===== src/rtl/stsp_pkg.sv =====
package stsp_pkg;
  localparam int unsigned CODE_W = 8;
  localparam int unsigned NUM_EVT = 2;

  typedef enum logic [1:0] {
    MODE_LEVEL = 2'b00,
    MODE_ERASE = 2'b01,
    MODE_PROG  = 2'b10,
    MODE_BOTH  = 2'b11
  } sts_mode_e;
endpackage


===== src/rtl/stsp_cfg_ctrl.sv =====
module stsp_cfg_ctrl
  import stsp_pkg::*;
(
  input  logic              clk,
  input  logic              rst_n,
  input  logic              busy_i,
  input  logic              susp_i,
  input  logic              cfg_wr_i,
  input  logic [CODE_W-1:0] cfg_code_i,
  input  logic              clr_err_i,
  output sts_mode_e         mode_o,
  output logic              take_o,
  output logic [1:0]        err_o
);
  localparam int unsigned SEL_W = 2;

  sts_mode_e  mode_q, mode_d;
  logic       mode_en;
  logic [1:0] err_q, err_d;
  logic       err_en;
  logic       code_ok, idle, take, reject;

  always_comb begin
    code_ok = (cfg_code_i[CODE_W-1:SEL_W] == '0);
    idle    = ~busy_i & ~susp_i;
    take    = cfg_wr_i & idle & code_ok;
    reject  = cfg_wr_i & ~take;
    mode_en = take;
    mode_d  = sts_mode_e'(cfg_code_i[SEL_W-1:0]);
    err_en  = reject | clr_err_i;
    err_d   = reject ? 2'b11 : 2'b00;
  end

  always_ff @(posedge clk or negedge rst_n) begin
    if (!rst_n) begin
      mode_q <= MODE_LEVEL;
    end else if (mode_en) begin
      mode_q <= mode_d;
    end
  end

  always_ff @(posedge clk or negedge rst_n) begin
    if (!rst_n) begin
      err_q <= 2'b00;
    end else if (err_en) begin
      err_q <= err_d;
    end
  end

  assign mode_o = mode_q;
  assign take_o = take;
  assign err_o  = err_q;
endmodule


===== src/rtl/stsp_pulse_gen.sv =====
module stsp_pulse_gen #(
  parameter int unsigned PULSE_CYCLES = 63
) (
  input  logic clk,
  input  logic rst_n,
  input  logic trig_i,
  input  logic cancel_i,
  output logic active_o
);
  localparam int unsigned CNT_W = $clog2(PULSE_CYCLES + 1);
  localparam logic [CNT_W-1:0] LOAD = CNT_W'(PULSE_CYCLES);

  logic [CNT_W-1:0] cnt_q, cnt_d;
  logic             cnt_en;

  always_comb begin
    cnt_en = cancel_i | trig_i | (cnt_q != '0);
    if (cancel_i) begin
      cnt_d = '0;
    end else if (trig_i) begin
      cnt_d = LOAD;
    end else begin
      cnt_d = cnt_q - 1'b1;
    end
  end

  always_ff @(posedge clk or negedge rst_n) begin
    if (!rst_n) begin
      cnt_q <= '0;
    end else if (cnt_en) begin
      cnt_q <= cnt_d;
    end
  end

  assign active_o = (cnt_q != '0);
endmodule


===== src/rtl/stsp_pin_drive.sv =====
module stsp_pin_drive
  import stsp_pkg::*;
(
  input  sts_mode_e          mode_i,
  input  logic [NUM_EVT-1:0] evt_i,
  input  logic               busy_i,
  input  logic               pulse_active_i,
  output logic               hit_o,
  output logic               sts_n_o
);
  logic [NUM_EVT-1:0] evt_hit;

  for (genvar g = 0; g < NUM_EVT; g++) begin : g_evt
    assign evt_hit[g] = evt_i[g] & mode_i[g];
  end

  assign hit_o   = |evt_hit;
  assign sts_n_o = (mode_i == MODE_LEVEL) ? ~busy_i : ~pulse_active_i;
endmodule


===== src/rtl/flash_sts_ctrl.sv =====
module flash_sts_ctrl
  import stsp_pkg::*;
#(
  parameter int unsigned PULSE_CYCLES = 63
) (
  input  logic              clk,
  input  logic              rst_n,
  input  logic              busy_i,
  input  logic              susp_i,
  input  logic              erase_done_i,
  input  logic              prog_done_i,
  input  logic              cfg_wr_i,
  input  logic [CODE_W-1:0] cfg_code_i,
  input  logic              clr_err_i,
  output logic              sts_n_o,
  output logic [1:0]        err_o
);
  logic [1:0] rst_sync_q;
  logic       rst_core_n;
  sts_mode_e  mode_w;
  logic       cfg_take;
  logic       evt_hit;
  logic       pulse_active;

  always_ff @(posedge clk or negedge rst_n) begin
    if (!rst_n) begin
      rst_sync_q <= 2'b00;
    end else begin
      rst_sync_q <= {rst_sync_q[0], 1'b1};
    end
  end
  assign rst_core_n = rst_sync_q[1];

  stsp_cfg_ctrl u_cfg (
    .clk        (clk),
    .rst_n      (rst_core_n),
    .busy_i     (busy_i),
    .susp_i     (susp_i),
    .cfg_wr_i   (cfg_wr_i),
    .cfg_code_i (cfg_code_i),
    .clr_err_i  (clr_err_i),
    .mode_o     (mode_w),
    .take_o     (cfg_take),
    .err_o      (err_o)
  );

  stsp_pulse_gen #(.PULSE_CYCLES(PULSE_CYCLES)) u_pulse (
    .clk      (clk),
    .rst_n    (rst_core_n),
    .trig_i   (evt_hit),
    .cancel_i (cfg_take),
    .active_o (pulse_active)
  );

  stsp_pin_drive u_pin (
    .mode_i         (mode_w),
    .evt_i          ({prog_done_i, erase_done_i}),
    .busy_i         (busy_i),
    .pulse_active_i (pulse_active),
    .hit_o          (evt_hit),
    .sts_n_o        (sts_n_o)
  );
endmodule


===== config.mk =====
export PLATFORM = sky130hd
export DESIGN_NAME = flash_sts_ctrl
export DESIGN_NICKNAME = d
export VERILOG_FILES = /design/src/rtl/stsp_pkg.sv /design/src/rtl/stsp_cfg_ctrl.sv /design/src/rtl/stsp_pulse_gen.sv /design/src/rtl/stsp_pin_drive.sv /design/src/rtl/flash_sts_ctrl.sv
export SDC_FILE = /design/constraint.sdc
export NUM_CORES = 1
export LEC_CHECK = 0
export ABC_AREA = 1
export ABC_CLOCK_PERIOD_IN_PS = 1700
export BUFFER_PORTS_ARGS = -buffer_cell sky130_fd_sc_hd__buf_2
export CAP_MARGIN = 20
export CORE_MARGIN = 2
export CORE_UTILIZATION = 48
export CTS_BUF_LIST = sky130_fd_sc_hd__clkbuf_8 sky130_fd_sc_hd__clkbuf_16
export DETAILED_ROUTE_END_ITERATION = 10
export PLACE_DENSITY_LB_ADDON = 0.25
export SETUP_SLACK_MARGIN = 0.1
export SLEW_MARGIN = 20
export SYNTH_ARGS = -nofsm -noshare
export SYNTH_HDL_FRONTEND = slang
export SYNTH_SLANG_ARGS = --single-unit
export TNS_END_PERCENT = 30

===== constraint.sdc =====
create_clock -name clk -period 1.7 [get_ports clk]
set_clock_uncertainty 0.15 [all_clocks]
set_input_delay 0.425 -clock clk [delete_from_list [all_inputs] [get_ports clk]]
set_output_delay 0.425 -clock clk [all_outputs]
set_load 0.05 [all_outputs]

==> impl_metrics.tcl <==
set metrics [dict create \
    maximum_vdd_ir_drop_v 0.000579 \
    globalRouteOverflowTotal 0 \
    initialDrtViolationCount 6 \
    violations_in_the_final_reports "negative hold slack, negative setup slack" \
    dp.cells 130 \
    syn_nets 111 \
    finalSetupViolCount 1 \
    fill_cells 103 \
    regArea_sq_um 275 \
    netlist.top_cell.by_area "sky130_fd_sc_hd__dfrtp_1" \
    synth_top_cells_by_count "sky130_fd_sc_hd__nand2_1 (19), sky130_fd_sc_hd__nor2_1 (16), sky130_fd_sc_hd__inv_1 (15)" \
    antenna_found_initial 0 \
    cts.reportedPaths.clkPinSlew_ps 50 \
    worst_ep_arrival_time_ps 1250 \
    clk-insertion-delay-late_ps 230 \
    crit_path_cell_trace "inv_2, ha_4, nand3_4, o21ai_4, buf_6" \
    first_pass_grt_wire_length_um 2110 \
    syn-instance-count 93 \
    gp_congestion 0.673 \
    cellPowerDensity_mw_per_mm2 1420 \
    total_of_flip_flops_plus_latches_after_synthesis 11 \
    clock_tree.buffer_depth 2 \
    run_status "complete, but fails checks" \
    synth-edff-count 0 \
    antenna_cells 0 \
    worst_path_max_delay_cell "sky130_fd_sc_hd__dfrtp_1" \
    timing.hold.ws_ps -10.3 \
    post_syn_area_per_cell_sq_um 7.06 \
    grtUsageTotal_pct 20.2 \
    seq_area_frac_synth_pct 41.9 \
    floorplan.initialDensity_pct 51.1 \
    drt_wl_total_um 1280 \
    total_power_mw 1.27 \
    fin_crit_sh_pct 107 \
    route.detailed.drc 0 \
    critical_path.endpoint_type "primary output" \
    slew_violations 0 \
    critical_path_peak_fanout 2 \
    htree_num_levels 1 \
    die_w_um 41.0 \
    die_height_um 41.0 \
    ant_nets 0 \
    final_routed_wire_length_divided_by_cell_count_um 9.38 \
    port-buffer-count 18 \
    critPathMaxStageDelay_ps 390 \
    yosys-top-cells-area "sky130_fd_sc_hd__dfrtp_1 (42%), sky130_fd_sc_hd__nand2_1 (11%), sky130_fd_sc_hd__nor2_1 (9.1%)" \
    data_required_time_at_the_worst_endpoint_ps 1120 \
    power.static_leakage_nw 0.513 \
    dieArea_sq_mm 0.00168 \
    total_of_warnings_raised_by_yosys 0 \
    dpl_worst_slack_ps -32.0 \
    number_of_global_route_vias_before_repair 533 \
    placement.cell_area_sq_um 807 \
    synth_area_sq_um 657 \
    grt_max_degree 10 \
    iteration_count_of_the_initial_detailed_routing_pass 4 \
    number_of_hold_slack_violations_in_the_final_timing_report 9 \
    critical_path.top_delay_family "flip-flops" \
    yosys.cell_types.count 16 \
    finish.instance_area_sq_um 898 \
    cts.root.buffer_cell "sky130_fd_sc_hd__clkbuf_8" \
    dominantRegCellSynth "sky130_fd_sc_hd__dfrtp_1" \
    route.detailed.vias_per_inst 4.68 \
    rows 13 \
    maxCapViolations 0 \
    yosys.cell_count.top_type "sky130_fd_sc_hd__nand2_1" \
    num_cts_buffers 3 \
    ios 19 \
    hold_path_class "register to async pin" \
    multi_input_area_sq_um 348 \
    finalCriticalPeriod_ps 1830 \
    place.detailed.hpwl_um 1060 \
    area_growth_syn_to_layout_pct 36.8 \
    clock_sink_count 11 \
    final_cell_count_no_fill 136 \
    critical_path_class "register to primary output" \
    fp.coreArea_sq_mm 0.00128 \
    cts_tree "yes" \
    rsz0062_at_grt "true" \
    final_critical_path_setup_slack_ps -126 \
    async_flop_share_pct 100 \
    drive_above_1_share_pct 33.9 \
    fmax_mhz 548 \
    yosysTopAreaCellShare_pct 41.9 \
    nets 140 \
    crit_buf_inv 2 \
    startpoint_type "register" \
    vias 637 \
]
==> worst paths after layout <==
path                                     to  cells after the start             start  slack, ps
setup / recovery                    sts_n_o                      5  u_pulse.cnt_q[1]       -130
hold / removal             u_pulse.cnt_q[2]                      0     rst_sync_q[1]        -10
setup reg to reg           u_pulse.cnt_q[2]                      7  u_pulse.cnt_q[1]        300
hold reg to reg            u_pulse.cnt_q[2]                      0     rst_sync_q[1]        -10
max in group asynchronous     rst_sync_q[1]                      2             rst_n        950
min in group clk              rst_sync_q[1]                      0     rst_sync_q[0]        190
==> power breakdown <==
group | switching, mW | internal (mW) | total (mW)
registers | 0.0738 | 0.347 | 0.420
clock network | 0.0845 | 0.157 | 0.242
logic | 0.335 | 0.276 | 0.611
==> routing by layer <==
metal / vias to the layer above / track usage (%) / wire length (um)
met4: 0 / 10.0 / 14
met5: - / 0 / 0
met1: 279 / 21.6 / 549
li1: 338 / - / -
met2: 18 / 36.3 / 657
met3: 2 / 4.89 / 54
==> state kept, by name, indices dropped and copies added, names as in the netlist <==
register and count:
u_pulse.cnt_q 6, u_cfg.err_o 1, rst_sync_q 2, u_cfg.mode_o 2
==> stage by stage <==
step | hold slack, ps | TNS (ps) | utilization, %
finish | -10.3 | -126 | 69.9
global route | 28.5 | -155 | 69.9
CTS | 11.4 | -115 | 69.9
detailed placement | 14.1 | -32.0 | 62.8
global placement | 14.2 | 0 | 62.8
floorplan | -42.2 | 0 | -
==> layout make-up <==
cell class                      instances  area share [%]
Clock buffer                            3            4.60
Multi-Input combinational cell         65            38.7
Tap cell                               15            2.09
Sequential cell                        11            30.6
Timing Repair Buffer                   25            16.9
Clock inverter                          1           0.418
Inverter                               16            6.69
==> cells in the final DEF, fill, tap and decap left out <==
cell type and count:
sky130_fd_sc_hd__nand2_1 19, sky130_fd_sc_hd__buf_2 17, sky130_fd_sc_hd__nor2_1 15, sky130_fd_sc_hd__inv_1 14
sky130_fd_sc_hd__nand3_1 11, sky130_fd_sc_hd__dfrtp_1 11, sky130_fd_sc_hd__buf_4 6, sky130_fd_sc_hd__o21ai_0 4
sky130_fd_sc_hd__nand2_2 4, sky130_fd_sc_hd__inv_2 3, sky130_fd_sc_hd__nor2_2 3, sky130_fd_sc_hd__clkbuf_8 3
sky130_fd_sc_hd__a21oi_1 2, sky130_fd_sc_hd__nor2_4 1, sky130_fd_sc_hd__nand3_4 1, sky130_fd_sc_hd__o21ai_4 1
sky130_fd_sc_hd__nor3_1 1, sky130_fd_sc_hd__ha_4 1, sky130_fd_sc_hd__ha_1 1, sky130_fd_sc_hd__dlygate4sd3_1 1
sky130_fd_sc_hd__buf_6 1, sky130_fd_sc_hd__conb_1 1
==> logic make-up after synthesis <==
kind of cell | after synthesis | synth area share [%]
simple gates | 55 | 38.1
fa+ha+maj | 2 | 3.81
compound gates | 7 | 5.33
flops | 11 | 41.9
other cells | 1 | 0.571
buf+inv | 17 | 10.3
==> timing repair <==
action	in CTS	in global routing
pin swaps	0	1
setup endpoints to repair	1	1
resized for setup	8	0
hold buffers	1	0
cloned	0	0
endpoints found under the hold margin	2	0
buffers inserted	1	0
No activity file was read; power rests on OpenSTA's default activity.
